[config.mk]
export PLATFORM = sky130hd
export DESIGN_NAME = reset_fault_arbiter
export DESIGN_NICKNAME = d
export VERILOG_FILES = /design/src/rtl/rfm_pkg.sv /design/src/rtl/rfm_sync_bank.sv /design/src/rtl/rfm_host_decode.sv /design/src/rtl/rfm_hard_hold.sv /design/src/rtl/rfm_soft_latch.sv /design/src/rtl/reset_fault_arbiter.sv
export SDC_FILE = /design/constraint.sdc
export NUM_CORES = 1
export LEC_CHECK = 0
export ABC_AREA = 1
export BUFFER_PORTS_ARGS = -buffer_cell sky130_fd_sc_hd__buf_2
export CAP_MARGIN = 10
export CORE_MARGIN = 2
export CORE_UTILIZATION = 50
export CTS_BUF_LIST = sky130_fd_sc_hd__clkbuf_8 sky130_fd_sc_hd__clkbuf_16
export DETAILED_ROUTE_END_ITERATION = 12
export GPL_ROUTABILITY_DRIVEN = 0
export PLACE_DENSITY_LB_ADDON = 0.2
export SYNTH_ARGS = -nofsm -noshare
export SYNTH_HDL_FRONTEND = slang
export SYNTH_SLANG_ARGS = --single-unit
export TNS_END_PERCENT = 1
[constraint.sdc]
create_clock -name clk -period 1.7 [get_ports clk]
set_input_delay 0.085 -clock clk [delete_from_list [all_inputs] [get_ports clk]]
set_output_delay 0.085 -clock clk [all_outputs]
set_load 0.05 [all_outputs]
[src/rtl/rfm_pkg.sv]
package rfm_pkg;

  // Depth of the input synchronizers for asynchronous sources.
  localparam int unsigned SYNC_STAGES = 2;

  // Decoded host write, one bit per recognised command.
  typedef struct packed {
    logic key_hit;
    logic clr_hit;
  } host_cmd_t;

endpackage

[src/rtl/rfm_sync_bank.sv]
module rfm_sync_bank #(
  parameter int unsigned WIDTH  = 1,
  parameter int unsigned STAGES = rfm_pkg::SYNC_STAGES
) (
  input  logic             clk,
  input  logic             rst,
  input  logic [WIDTH-1:0] d_i,
  output logic [WIDTH-1:0] q_o
);

  generate
    for (genvar b = 0; b < WIDTH; b++) begin : g_bit
      logic [STAGES-1:0] shift_q;
      if (STAGES == 1) begin : g_one
        always_ff @(posedge clk) begin
          if (rst) shift_q <= '0;
          else     shift_q <= d_i[b];
        end
      end else begin : g_many
        always_ff @(posedge clk) begin
          if (rst) shift_q <= '0;
          else     shift_q <= {shift_q[STAGES-2:0], d_i[b]};
        end
      end
      assign q_o[b] = shift_q[STAGES-1];
    end
  endgenerate

endmodule

[src/rtl/rfm_host_decode.sv]
module rfm_host_decode
  import rfm_pkg::*;
#(
  parameter int unsigned            ADDR_W    = 2,
  parameter int unsigned            DATA_W    = 8,
  parameter logic [DATA_W-1:0]      KEY_VAL   = 8'hA5,
  parameter logic [ADDR_W-1:0]      HARD_ADDR = 2'd0,
  parameter logic [ADDR_W-1:0]      CLR_ADDR  = 2'd1
) (
  input  logic              wr_i,
  input  logic [ADDR_W-1:0] addr_i,
  input  logic [DATA_W-1:0] wdata_i,
  output host_cmd_t         cmd_o
);

  // Only the full key at the control address counts; bit 0 alone clears.
  always_comb begin
    cmd_o.key_hit = wr_i && (addr_i == HARD_ADDR) && (wdata_i == KEY_VAL);
    cmd_o.clr_hit = wr_i && (addr_i == CLR_ADDR)  && wdata_i[0];
  end

endmodule

[src/rtl/rfm_hard_hold.sv]
module rfm_hard_hold #(
  parameter int unsigned HOLD_CYC = 16
) (
  input  logic clk,
  input  logic rst,
  input  logic src_i,
  output logic hard_o,
  output logic hard_next_o
);

  localparam int unsigned        CNT_W   = $clog2(HOLD_CYC + 1);
  localparam logic [CNT_W-1:0]   HOLD_LD = CNT_W'(HOLD_CYC);

  logic [CNT_W-1:0] cnt_q;

  assign hard_next_o = src_i || (cnt_q != '0);

  always_ff @(posedge clk) begin
    if (rst) begin
      cnt_q  <= HOLD_LD;
      hard_o <= 1'b1;
    end else if (src_i) begin
      cnt_q  <= HOLD_LD;
      hard_o <= 1'b1;
    end else begin
      if (cnt_q != '0) cnt_q <= cnt_q - 1'b1;
      hard_o <= hard_next_o;
    end
  end

  // a present source always yields an active request next cycle.
  assert_src_sets_hard_R5: assert property (@(posedge clk) disable iff (rst)
    src_i |=> hard_o);

  // the request never drops right after a cycle with a source.
  assert_no_early_drop_R5: assert property (@(posedge clk) disable iff (rst)
    $fell(hard_o) |-> !$past(src_i));

endmodule

[src/rtl/rfm_soft_latch.sv]
module rfm_soft_latch (
  input  logic clk,
  input  logic rst,
  input  logic kill_i,
  input  logic expire_i,
  input  logic clr_i,
  output logic soft_o,
  output logic io_rst_o,
  output logic soft_next_o
);

  // Hard reset wins, then expiry, then host clear.
  always_comb begin
    if (kill_i)        soft_next_o = 1'b0;
    else if (expire_i) soft_next_o = 1'b1;
    else if (clr_i)    soft_next_o = 1'b0;
    else               soft_next_o = soft_o;
  end

  always_ff @(posedge clk) begin
    if (rst) begin
      soft_o   <= 1'b0;
      io_rst_o <= 1'b0;
    end else begin
      soft_o   <= soft_next_o;
      io_rst_o <= !kill_i && expire_i && !soft_o;
    end
  end

  assert_expiry_latches_R6: assert property (@(posedge clk) disable iff (rst)
    (expire_i && !kill_i) |=> soft_o);

  assert_clear_blocked_R8: assert property (@(posedge clk) disable iff (rst)
    (soft_o && expire_i && clr_i && !kill_i) |=> soft_o);

  assert_io_single_R7: assert property (@(posedge clk) disable iff (rst)
    io_rst_o |=> !io_rst_o);

  assert_hard_clears_R9: assert property (@(posedge clk) disable iff (rst)
    kill_i |=> (!soft_o && !io_rst_o));

endmodule

[src/rtl/reset_fault_arbiter.sv]
module reset_fault_arbiter
  import rfm_pkg::*;
#(
  parameter int unsigned       N_RAILS   = 3,
  parameter int unsigned       HOLD_CYC  = 16,
  parameter int unsigned       ADDR_W    = 2,
  parameter int unsigned       DATA_W    = 8,
  parameter logic [DATA_W-1:0] KEY_VAL   = 8'hA5,
  parameter logic [ADDR_W-1:0] HARD_ADDR = 2'd0,
  parameter logic [ADDR_W-1:0] CLR_ADDR  = 2'd1
) (
  input  logic               clk,
  input  logic               rst,
  input  logic [N_RAILS-1:0] rail_fault_i,
  input  logic               ext_rst_i,
  input  logic               wd_expire_i,
  input  logic               host_wr_i,
  input  logic [ADDR_W-1:0]  host_addr_i,
  input  logic [DATA_W-1:0]  host_wdata_i,
  output logic               hard_rst_o,
  output logic               soft_rst_o,
  output logic               io_rst_o,
  output logic               zero_cmd_o
);

  localparam int unsigned ASYNC_W = N_RAILS + 1;

  logic [ASYNC_W-1:0] async_raw;
  logic [ASYNC_W-1:0] async_sync;
  logic               rail_any;
  logic               ext_sync;
  logic               hard_src;
  logic               hard_next;
  logic               soft_next;
  host_cmd_t          host_cmd;

  assign async_raw = {ext_rst_i, rail_fault_i};

  rfm_sync_bank #(
    .WIDTH  (ASYNC_W),
    .STAGES (SYNC_STAGES)
  ) u_sync (
    .clk (clk),
    .rst (rst),
    .d_i (async_raw),
    .q_o (async_sync)
  );

  assign rail_any = |async_sync[N_RAILS-1:0];
  assign ext_sync = async_sync[N_RAILS];

  rfm_host_decode #(
    .ADDR_W    (ADDR_W),
    .DATA_W    (DATA_W),
    .KEY_VAL   (KEY_VAL),
    .HARD_ADDR (HARD_ADDR),
    .CLR_ADDR  (CLR_ADDR)
  ) u_decode (
    .wr_i    (host_wr_i),
    .addr_i  (host_addr_i),
    .wdata_i (host_wdata_i),
    .cmd_o   (host_cmd)
  );

  assign hard_src = rail_any || ext_sync || host_cmd.key_hit;

  rfm_hard_hold #(
    .HOLD_CYC (HOLD_CYC)
  ) u_hold (
    .clk         (clk),
    .rst         (rst),
    .src_i       (hard_src),
    .hard_o      (hard_rst_o),
    .hard_next_o (hard_next)
  );

  rfm_soft_latch u_soft (
    .clk         (clk),
    .rst         (rst),
    .kill_i      (hard_rst_o),
    .expire_i    (wd_expire_i),
    .clr_i       (host_cmd.clr_hit),
    .soft_o      (soft_rst_o),
    .io_rst_o    (io_rst_o),
    .soft_next_o (soft_next)
  );

  // Registered kill command for the analog stage.
  always_ff @(posedge clk) begin
    if (rst) zero_cmd_o <= 1'b1;
    else     zero_cmd_o <= hard_next || soft_next || rail_any;
  end

  assert_zero_tracks_R10: assert property (@(posedge clk) disable iff (rst)
    zero_cmd_o == (hard_rst_o || soft_rst_o));

  assert_rail_zero_R2: assert property (@(posedge clk) disable iff (rst)
    rail_any |=> (zero_cmd_o && hard_rst_o));

  assert_key_hard_R4: assert property (@(posedge clk) disable iff (rst)
    host_cmd.key_hit |=> hard_rst_o);

  assert_ext_hard_R3: assert property (@(posedge clk) disable iff (rst)
    ext_sync |=> hard_rst_o);

endmodule

==> reports/summary.md, run 1 <==
### Run status
- finished, final reports clean — run status

### Setup path
- flip-flop — crit start category
- u_hold.cnt_q[0] — source of the worst register-to-register timing path
- zero_cmd_o — r2r endpoint
- 6 — maximum fanout along the worst path
- flip-flop — endpoint kind of the worst setup timing path
- 1.84 ns — required time worst endpoint
- 3 — combined buffer and inverter count along the critical path
- 9 — Register-to-Register Path Depth
- simple AND/OR/NAND/NOR gates — kind of cell adding the most delay to the critical path
- 0.34 ns — maximum single-stage delay on the critical path
- 1.43 ns — arrival time at the worst endpoint
- 0.41 ns — flop-to-flop setup slack
- sky130_fd_sc_hd__dfxtp_1 — slowest stage cell, crit path
- sky130_fd_sc_hd__inv_1 — cell type with the highest occurrence count on the critical path
- u_hold.cnt_q[0] — critical path launch point
- inv_1 -> ha_1 -> inv_1 -> nor2_4 -> nand2_4 -> inv_1 -> nand2_1 -> nor2_1 -> nand2_1 — sequence of cells on the critical path
- reg -> reg — Crit Path Class

### Power and ir drop
- 1070 mW/mm^2 — total power divided by cell area
- 0.631 mV — maximum ir drop on the vdd rail
- 0.501 nW — Static Leak
- 0.949 mW — total power of the final layout

### Layout
- 891 um^2 — cell area after layout
- 24.4% — fraction of final layout cells sized beyond drive strength 1
- 0 — ANT cells
- 340 um^2 — Sequential cell area
- 23.0% — Area growth, synth to finish
- 290 um^2 — area of the multi-input gates
- 127 — count of fill cells added during filler insertion
- 144 — Net count, final
- 138 — final non-filler cell total
- 66.8% — core occupancy in the finished layout

### Clocking
- 2 — largest buffer count on any clock path
- 0 — Setup Fix Bufs, Post-CTS
- done — CTS tree
- 1 — number of levels in the clock H-tree
- 0 — count of hold buffers inserted by post-cts repair
- 0 — CTS-repair resized insts
- 3 — clock buffer count from CTS
- 17 — total clock sinks
- 0.07 ns — clock-pin slew reported for the worst setup and hold paths after clock tree synthesis
- sky130_fd_sc_hd__clkbuf_8 — clock root buffer
- 0.25 ns — clock latency on the worst-skew pair

### Synth
- sky130_fd_sc_hd__dfxtp_1 — post-synth top area cell
- 4.49% — synthesized-area fraction occupied by ao, oa, aoi and oai cells
- 24 x sky130_fd_sc_hd__inv_1, 22 x sky130_fd_sc_hd__nor2_1, 17 x sky130_fd_sc_hd__dfxtp_1 — leading cell types by count after synthesis
- 0 — number of warnings reported in the yosys synthesis log
- 47.0% — proportion of synthesized chip area in sequential cells
- 0% — Synth async-reset ratio
- 119 — Post-Syn Nets
- simple AND/OR/NAND/NOR gates — dominant combinational cell family by area after synthesis
- sky130_fd_sc_hd__inv_1 — most repeated cell in the gate-level netlist after synthesis
- 29.9% — share of synthesized cell area in and, or, nand and nor gates
- 0% — fraction of synthesized area in multiplexers
- 7.32 um^2 — mean instance size in the synthesized netlist
- 99 — Syn Inst Count
- 3.45% — adder and majority cell fraction of the synthesized area
- 17 — number of distinct library cells after synthesis
- sky130_fd_sc_hd__dfxtp_1 47%, sky130_fd_sc_hd__inv_1 12%, sky130_fd_sc_hd__nor2_1 11% — dominant cells by area after synthesis
- 47.0% — area share of the leading cell type in the synthesized netlist
- 0 — number of enable-type register cells in the synthesized netlist
- sky130_fd_sc_hd__dfxtp_1 — main flop type after synthesis
- 2.25% — share of the synthesized netlist area taken by xor and xnor gates
- 17 — register bit count reported by yosys
- 724 um^2 — cell area after synthesis

### Placement
- 845 um^2 — cell area after placement
- 0.432 ns — minimum setup slack after placement
- 21 — port buffer count
- 906 um — DPL Wire Length
- 134 — cell count after placement

### Worst hold path
- 3 — WHS Path Cells
- rail_fault_i[2] — Min-Delay Startpoint
- in -> reg — type of the worst min-delay path
- u_sync.g_bit[2].shift_q[0] — endpoint of the worst hold-timing path

### Drt
- 0 — number of remaining DRC errors
- 4.33 — number of vias per cell
- 1180 um — post-detailed-routing wire length
- 8.57 um — Routed wire per std cell
- 598 — via total after detailed routing
- 8 — number of design-rule violations left by the first detailed-router iteration
- 0 — remaining antenna violation count after routing
- 3 — number of detailed-routing iterations run before antenna repair

### Timing
- 83.6% — tightest slew margin relative to the limit
- 0 ns — setup total negative slack
- 0 — final-report max-slew violation count
- 0 — number of hold-slack violations in the final timing report
- 0.0336 ns — final hold slack
- 1.29 ns — final worst path period need
- 0.248 ns — transition at the pin with the smallest max-transition slack
- 774 MHz — upper clock frequency limit
- 76.0% — final clock period utilization by the worst path
- no — unrepaired setup endpoints after global routing
- 0.408 ns — Worst Setup Slack, final
- 0.00367 ns — skew final
- 0 — final-report setup violation count

### Floorplanning
- 42.1 um — width of the chip
- 54.3% — Starting Density
- 0.00177 mm^2 — DIE AREA
- 42.1 um — y dimension of the die
- 22 — boundary pin count
- 0.00133 mm^2 — Placeable Area
- 13 — Cell Rows

### Global routing
- 546 — via count of the first global-routing pass
- 0 — Remaining Overflow, GRT
- 15.1% — total routing usage reported by global routing
- 2000 um — first-pass GRT wire length
- 14 — pin count of the biggest net entering global routing
- 0 — number of antenna violations at the first check in global routing

### Run
- 0 — # Max-Cap Violations

-- metal layers --
layer / wire length (um) / global-route usage, % / vias to the layer above
li1: - / - / 333
met1: 533 / 15.6 / 250
met2: 573 / 26.6 / 13
met3: 61 / 4.31 / 2
met4: 14 / 9.38 / 0
met5: 0 / 0 / -
-- placed cells by master, fill, tap and decap left out, types with 2 or more instances in the layout --
master / count
sky130_fd_sc_hd__nor2_4: 2
sky130_fd_sc_hd__inv_1: 24
sky130_fd_sc_hd__nor2_1: 22
sky130_fd_sc_hd__o21ai_1: 2
sky130_fd_sc_hd__clkbuf_8: 3
sky130_fd_sc_hd__nand2_1: 16
sky130_fd_sc_hd__dfxtp_1: 17
sky130_fd_sc_hd__o21ai_0: 2
sky130_fd_sc_hd__nand3_1: 4
sky130_fd_sc_hd__ha_1: 2
sky130_fd_sc_hd__buf_2: 21
-- tightest hold or removal path, cell delays in order --
cell                     delay (ns)
sky130_fd_sc_hd__buf_2         0.07
sky130_fd_sc_hd__inv_1         0.03
sky130_fd_sc_hd__nor2_1        0.06
-- logic make-up after synthesis --
group                    Yosys count
buffers and inverters             25
AO/OA/AOI/OAI                      6
adder cells (fa/ha/maj)            2
AND/OR/NAND/NOR                   48
flip-flops                        17
XOR/XNOR                           1
-- layout make-up --
| type | instances | share of cell area, % |
|---|---|---|
| Sequential cell | 17 | 38.2 |
| Timing Repair Buffer | 21 | 11.8 |
| Tap cell | 15 | 2.11 |
| Clock buffer | 3 | 4.63 |
| Clock inverter | 1 | 0.562 |
| Inverter | 24 | 10.1 |
| Multi-Input combinational cell | 57 | 32.6 |
-- flip-flops by register name, summed over array words and instances (netlist names) --
name	cells
u_soft.soft_o	1
u_hold.cnt_q	5
u_hold.hard_o	1
zero_cmd_o	1
u_sync.g_bit.shift_q	8
u_soft.io_rst_o	1
-- worst max-delay path by stage --
stage	end	slack [ns]	cells after the start
global route	u_hold.cnt_q[1]	0.32	9
detailed placement	zero_cmd_o	0.43	9
floorplan	u_hold.cnt_q[2]	0.54	5
global placement	u_hold.cnt_q[2]	0.49	5
finish	zero_cmd_o	0.41	9
CTS	zero_cmd_o	0.41	9
-- power breakdown --
part	internal [mW]	switching (mW)	leakage (nW)	total (mW)
logic	0.0848	0.118	0.336	0.203
clock network	0.162	0.133	0.0255	0.295
registers	0.430	0.0217	0.140	0.451
No activity file was read; power rests on OpenSTA's default activity.
==> run 2: changes to the inputs <==
--- a/config.mk
+++ b/config.mk
@@ -5,11 +5,11 @@
 export SDC_FILE = /design/constraint.sdc
 export NUM_CORES = 1
 export LEC_CHECK = 0
-export ABC_AREA = 1
+export ABC_AREA = 0
 export BUFFER_PORTS_ARGS = -buffer_cell sky130_fd_sc_hd__buf_2
 export CAP_MARGIN = 10
 export CORE_MARGIN = 2
-export CORE_UTILIZATION = 50
+export CORE_UTILIZATION = 46
 export CTS_BUF_LIST = sky130_fd_sc_hd__clkbuf_8 sky130_fd_sc_hd__clkbuf_16
 export DETAILED_ROUTE_END_ITERATION = 12
 export GPL_ROUTABILITY_DRIVEN = 0
==> constraint.sdc (replaced) <==
create_clock -name clk -period 1.2 [get_ports clk]
set_input_delay 0.06 -clock clk [delete_from_list [all_inputs] [get_ports clk]]
set_output_delay 0.06 -clock clk [all_outputs]
set_load 0.05 [all_outputs]
==> run 2 against run 1 <==
Compared with the run above: the run now ends with setup timing left; fmax rose by 1.9%; combinational power rose by 68%; global-route usage rose by 1.3 points; area after synthesis fell by 9.2%; utilization rose by 3.4 points; cell area rose by 3.8%; synthesized cell count fell by 38%; register-to-register slack got worse by 0.48 ns; cell count fell by 22%; clock-buffer cell count did not move; critical path depth fell by 4; power rose by 47%; critical path type unchanged; largest cell class is now multi-input gates.
==> reports/summary.md, run 2 <==
### Run status
- finished, violations left — run status
- setup timing — failing checks

### Setup path
- 1.44 ns — arrival time at the worst endpoint, about the same
- 1.38 ns — required time worst endpoint, -0.46 ns
- 3 — maximum fanout along the worst path, -3
- flip-flop — endpoint kind of the worst setup timing path
- reg -> reg — Crit Path Class
- flip-flop — crit start category

### Timing
- 77.6% — tightest slew margin relative to the limit, -6.0 points
- 1.27 ns — final worst path period need, -0.0246 ns
- -0.0671 ns — Worst Setup Slack, final, -0.475 ns
- 106% — final clock period utilization by the worst path, +30 points
- 789 MHz — upper clock frequency limit, +1.9%
- -0.250 ns — setup total negative slack, -0.250 ns
- 0.0232 ns — final hold slack, -0.0104 ns
- 0.00173 ns — skew final, -0.00194 ns
- 4 — final-report setup violation count, +4
- 0.331 ns — transition at the pin with the smallest max-transition slack, +0.0829 ns
- 0 — final-report max-slew violation count, unchanged
- 0 — number of hold-slack violations in the final timing report, unchanged
- yes — unrepaired setup endpoints after global routing

### Power and ir drop
- 0.412 nW — Static Leak, -18%
- 1.04 mV — maximum ir drop on the vdd rail, +64%
- 1510 mW/mm^2 — total power divided by cell area, +42%

### Synth
- 27 — number of distinct library cells after synthesis, +10
- sky130_fd_sc_hd__dfxtp_1 — main flop type after synthesis
- 17 — register bit count reported by yosys, unchanged
- 17 x sky130_fd_sc_hd__dfxtp_1, 8 x sky130_fd_sc_hd__nor2b_1, 3 x sky130_fd_sc_hd__inv_1, 3 x sky130_fd_sc_hd__nand3_1, 3 x sky130_fd_sc_hd__nor2_1 — leading cell types by count after synthesis
- sky130_fd_sc_hd__dfxtp_1 52%, sky130_fd_sc_hd__nor2b_1 7.6%, sky130_fd_sc_hd__ha_1 3.8% — dominant cells by area after synthesis
- sky130_fd_sc_hd__dfxtp_1 — post-synth top area cell
- 10.8 um^2 — mean instance size in the synthesized netlist, +47%
- 0% — Synth async-reset ratio, unchanged
- 61 — Syn Inst Count, -38%
- 0 — number of warnings reported in the yosys synthesis log, unchanged
- 51.7% — area share of the leading cell type in the synthesized netlist, +4.7 points
- 51.7% — proportion of synthesized chip area in sequential cells, +4.7 points
- 658 um^2 — cell area after synthesis, -9.2%
- 0 — number of enable-type register cells in the synthesized netlist, unchanged
- 81 — Post-Syn Nets, -32%
- sky130_fd_sc_hd__dfxtp_1 — most repeated cell in the gate-level netlist after synthesis

### Floorplanning
- 0.00132 mm^2 — Placeable Area, -1.2%
- 0.00175 mm^2 — DIE AREA, -1.1%
- 22 — boundary pin count, unchanged
- 50.0% — Starting Density, -4.4 points
- 41.8 um — width of the chip, -0.57%
- 41.8 um — y dimension of the die, -0.57%
- 13 — Cell Rows, unchanged

### Layout
- 47.8% — fraction of final layout cells sized beyond drive strength 1, +23 points
- 8 — max reg flops, unchanged
- 113 — Net count, final, -22%
- 107 — final non-filler cell total, -22%
- 70.2% — core occupancy in the finished layout, +3.4 points
- 0 — ANT cells, unchanged
- u_sync.g_bit.shift_q — Largest Register
- 40.5% — Area growth, synth to finish
- u_sync.g_bit.shift_q x8, u_hold.cnt_q x5 — largest registers in the final layout
- sky130_fd_sc_hd__buf_2 — most common cell after layout, fill and taps aside
- 21 x sky130_fd_sc_hd__buf_2, 16 x sky130_fd_sc_hd__dfxtp_1, 8 x sky130_fd_sc_hd__nor2b_1 — leading cell types in the layout, fill and taps excluded

### Worst hold path
- in -> reg — type of the worst min-delay path

### Drt
- 5.05 — number of vias per cell, +16%
- 0 — number of remaining DRC errors, unchanged
- 0 — remaining antenna violation count after routing, unchanged
- 1220 um — post-detailed-routing wire length, +3.3%
- 11.4 um — Routed wire per std cell, +33%
- 6 — number of design-rule violations left by the first detailed-router iteration, -2
- 4 — number of detailed-routing iterations run before antenna repair, +1
- 540 — via total after detailed routing, -9.7%

### Placement
- -0.106 ns — minimum setup slack after placement, -0.539 ns
- 21 — port buffer count, unchanged
- 103 — cell count after placement, -23%

### Clocking
- 3 — clock buffer count from CTS, unchanged
- 17 — total clock sinks, unchanged
- 2 — largest buffer count on any clock path, unchanged
- 0.25 ns — clock latency on the worst-skew pair, about the same
- 1 — number of levels in the clock H-tree, unchanged
- sky130_fd_sc_hd__clkbuf_8 — clock root buffer
- 0 — Setup Fix Bufs, Post-CTS, unchanged
- done — CTS tree
- 0.06 ns — clock-pin slew reported for the worst setup and hold paths after clock tree synthesis, about the same

### Global routing
- 0 — number of antenna violations at the first check in global routing, unchanged
- 16.4% — total routing usage reported by global routing, +1.3 points
- 11 — pin count of the biggest net entering global routing, -3
- 29.7% — global routing usage on met2, +3.1 points
- 4.35% — met3 track demand over resource, +0.037 points
- 494 — via count of the first global-routing pass, -9.5%
- 15.7% — met1 demand-to-capacity share in global routing, +0.068 points
- met2 — most crowded layer after global routing
- 2080 um — first-pass GRT wire length, +4.1%
- 0 — Remaining Overflow, GRT, unchanged

### Run
- 0 — # Max-Cap Violations, unchanged

## run 2: changes by cell type after synthesis, sizes merged, moves of 2 or more
cell,previous run,this run
o21ai,4,0
inv,24,3
nor3,0,3
nor4b,0,2
nor2,24,3
nor2b,0,8
nor4,1,3
nand2b,0,2
xnor2,0,2
nand2,17,0
## run 2: final timing paths
check / slack [ns] / cells past startpoint / end / start
min: 0.02 / 2 / u_sync.g_bit[1].shift_q[0] / rail_fault_i[1]
max: -0.07 / 5 / u_hold.cnt_q[1] / u_hold.cnt_q[1]
min reg2reg: 0.44 / 1 / u_sync.g_bit[3].shift_q[1] / u_sync.g_bit[3].shift_q[0]
max reg2reg: -0.07 / 5 / u_hold.cnt_q[1] / u_hold.cnt_q[1]
## run 2: where the power goes
group	switching, mW	internal (mW)
Combinational	0.144	0.198
Sequential	0.0384	0.611
Clock	0.177	0.227
## run 2: critical path, stage by stage (launching register included)
cell and delay, ns:
sky130_fd_sc_hd__dfxtp_2 0.33, sky130_fd_sc_hd__inv_2 0.08, sky130_fd_sc_hd__ha_4 0.13, sky130_fd_sc_hd__nor4b_4 0.22, sky130_fd_sc_hd__mux2_4 0.34, sky130_fd_sc_hd__nor3_2 0.09
## run 2: area by class of cell
cell class | instances | area [um^2]
timing repair buffer | 28 | 158
multi-input combinational | 40 | 350
clock buffer | 3 | 41.3
clock inverter | 1 | 3.75
fill | 105 | 393
inverter | 3 | 11.3
sequential | 17 | 342
tap | 15 | 18.8
## run 2: timing repair
item                                    in CTS  in global routing
pin swaps                                    0                  4
endpoints found under the setup margin       5                  7
hold buffers                                 0                  0
gates resized for setup                      2                  3
## run 2: stage by stage
| stage | cell area, um^2 | total power [mW] |
|---|---|---|
| floorplan | 683 | 0.863 |
| finish | 925 | 1.40 |
| global route | 925 | 1.46 |
| CTS | 907 | 1.40 |
| global placement | 856 | 0.973 |
| detailed placement | 856 | 0.981 |
## run 2: cells by family (layout without fill, tap and decap cells)
group / after synthesis / after routing / share of synthesized area, %
AO/OA/AOI/OAI: 2 / 2 / 2.66
XOR/XNOR: 2 / 2 / 2.66
adder cells (fa/ha/maj): 2 / 2 / 3.80
buffers and inverters: 4 / 35 / 2.28
flip-flops: 17 / 17 / 51.7
multiplexers: 2 / 2 / 3.23
AND/OR/NAND/NOR: 32 / 32 / 33.7
## run 2: layer usage
metal,wire length (um),part of all wire (%)
met5,0,0
met4,37,3.0
met3,40,3.3
met2,662,54
met1,480,39
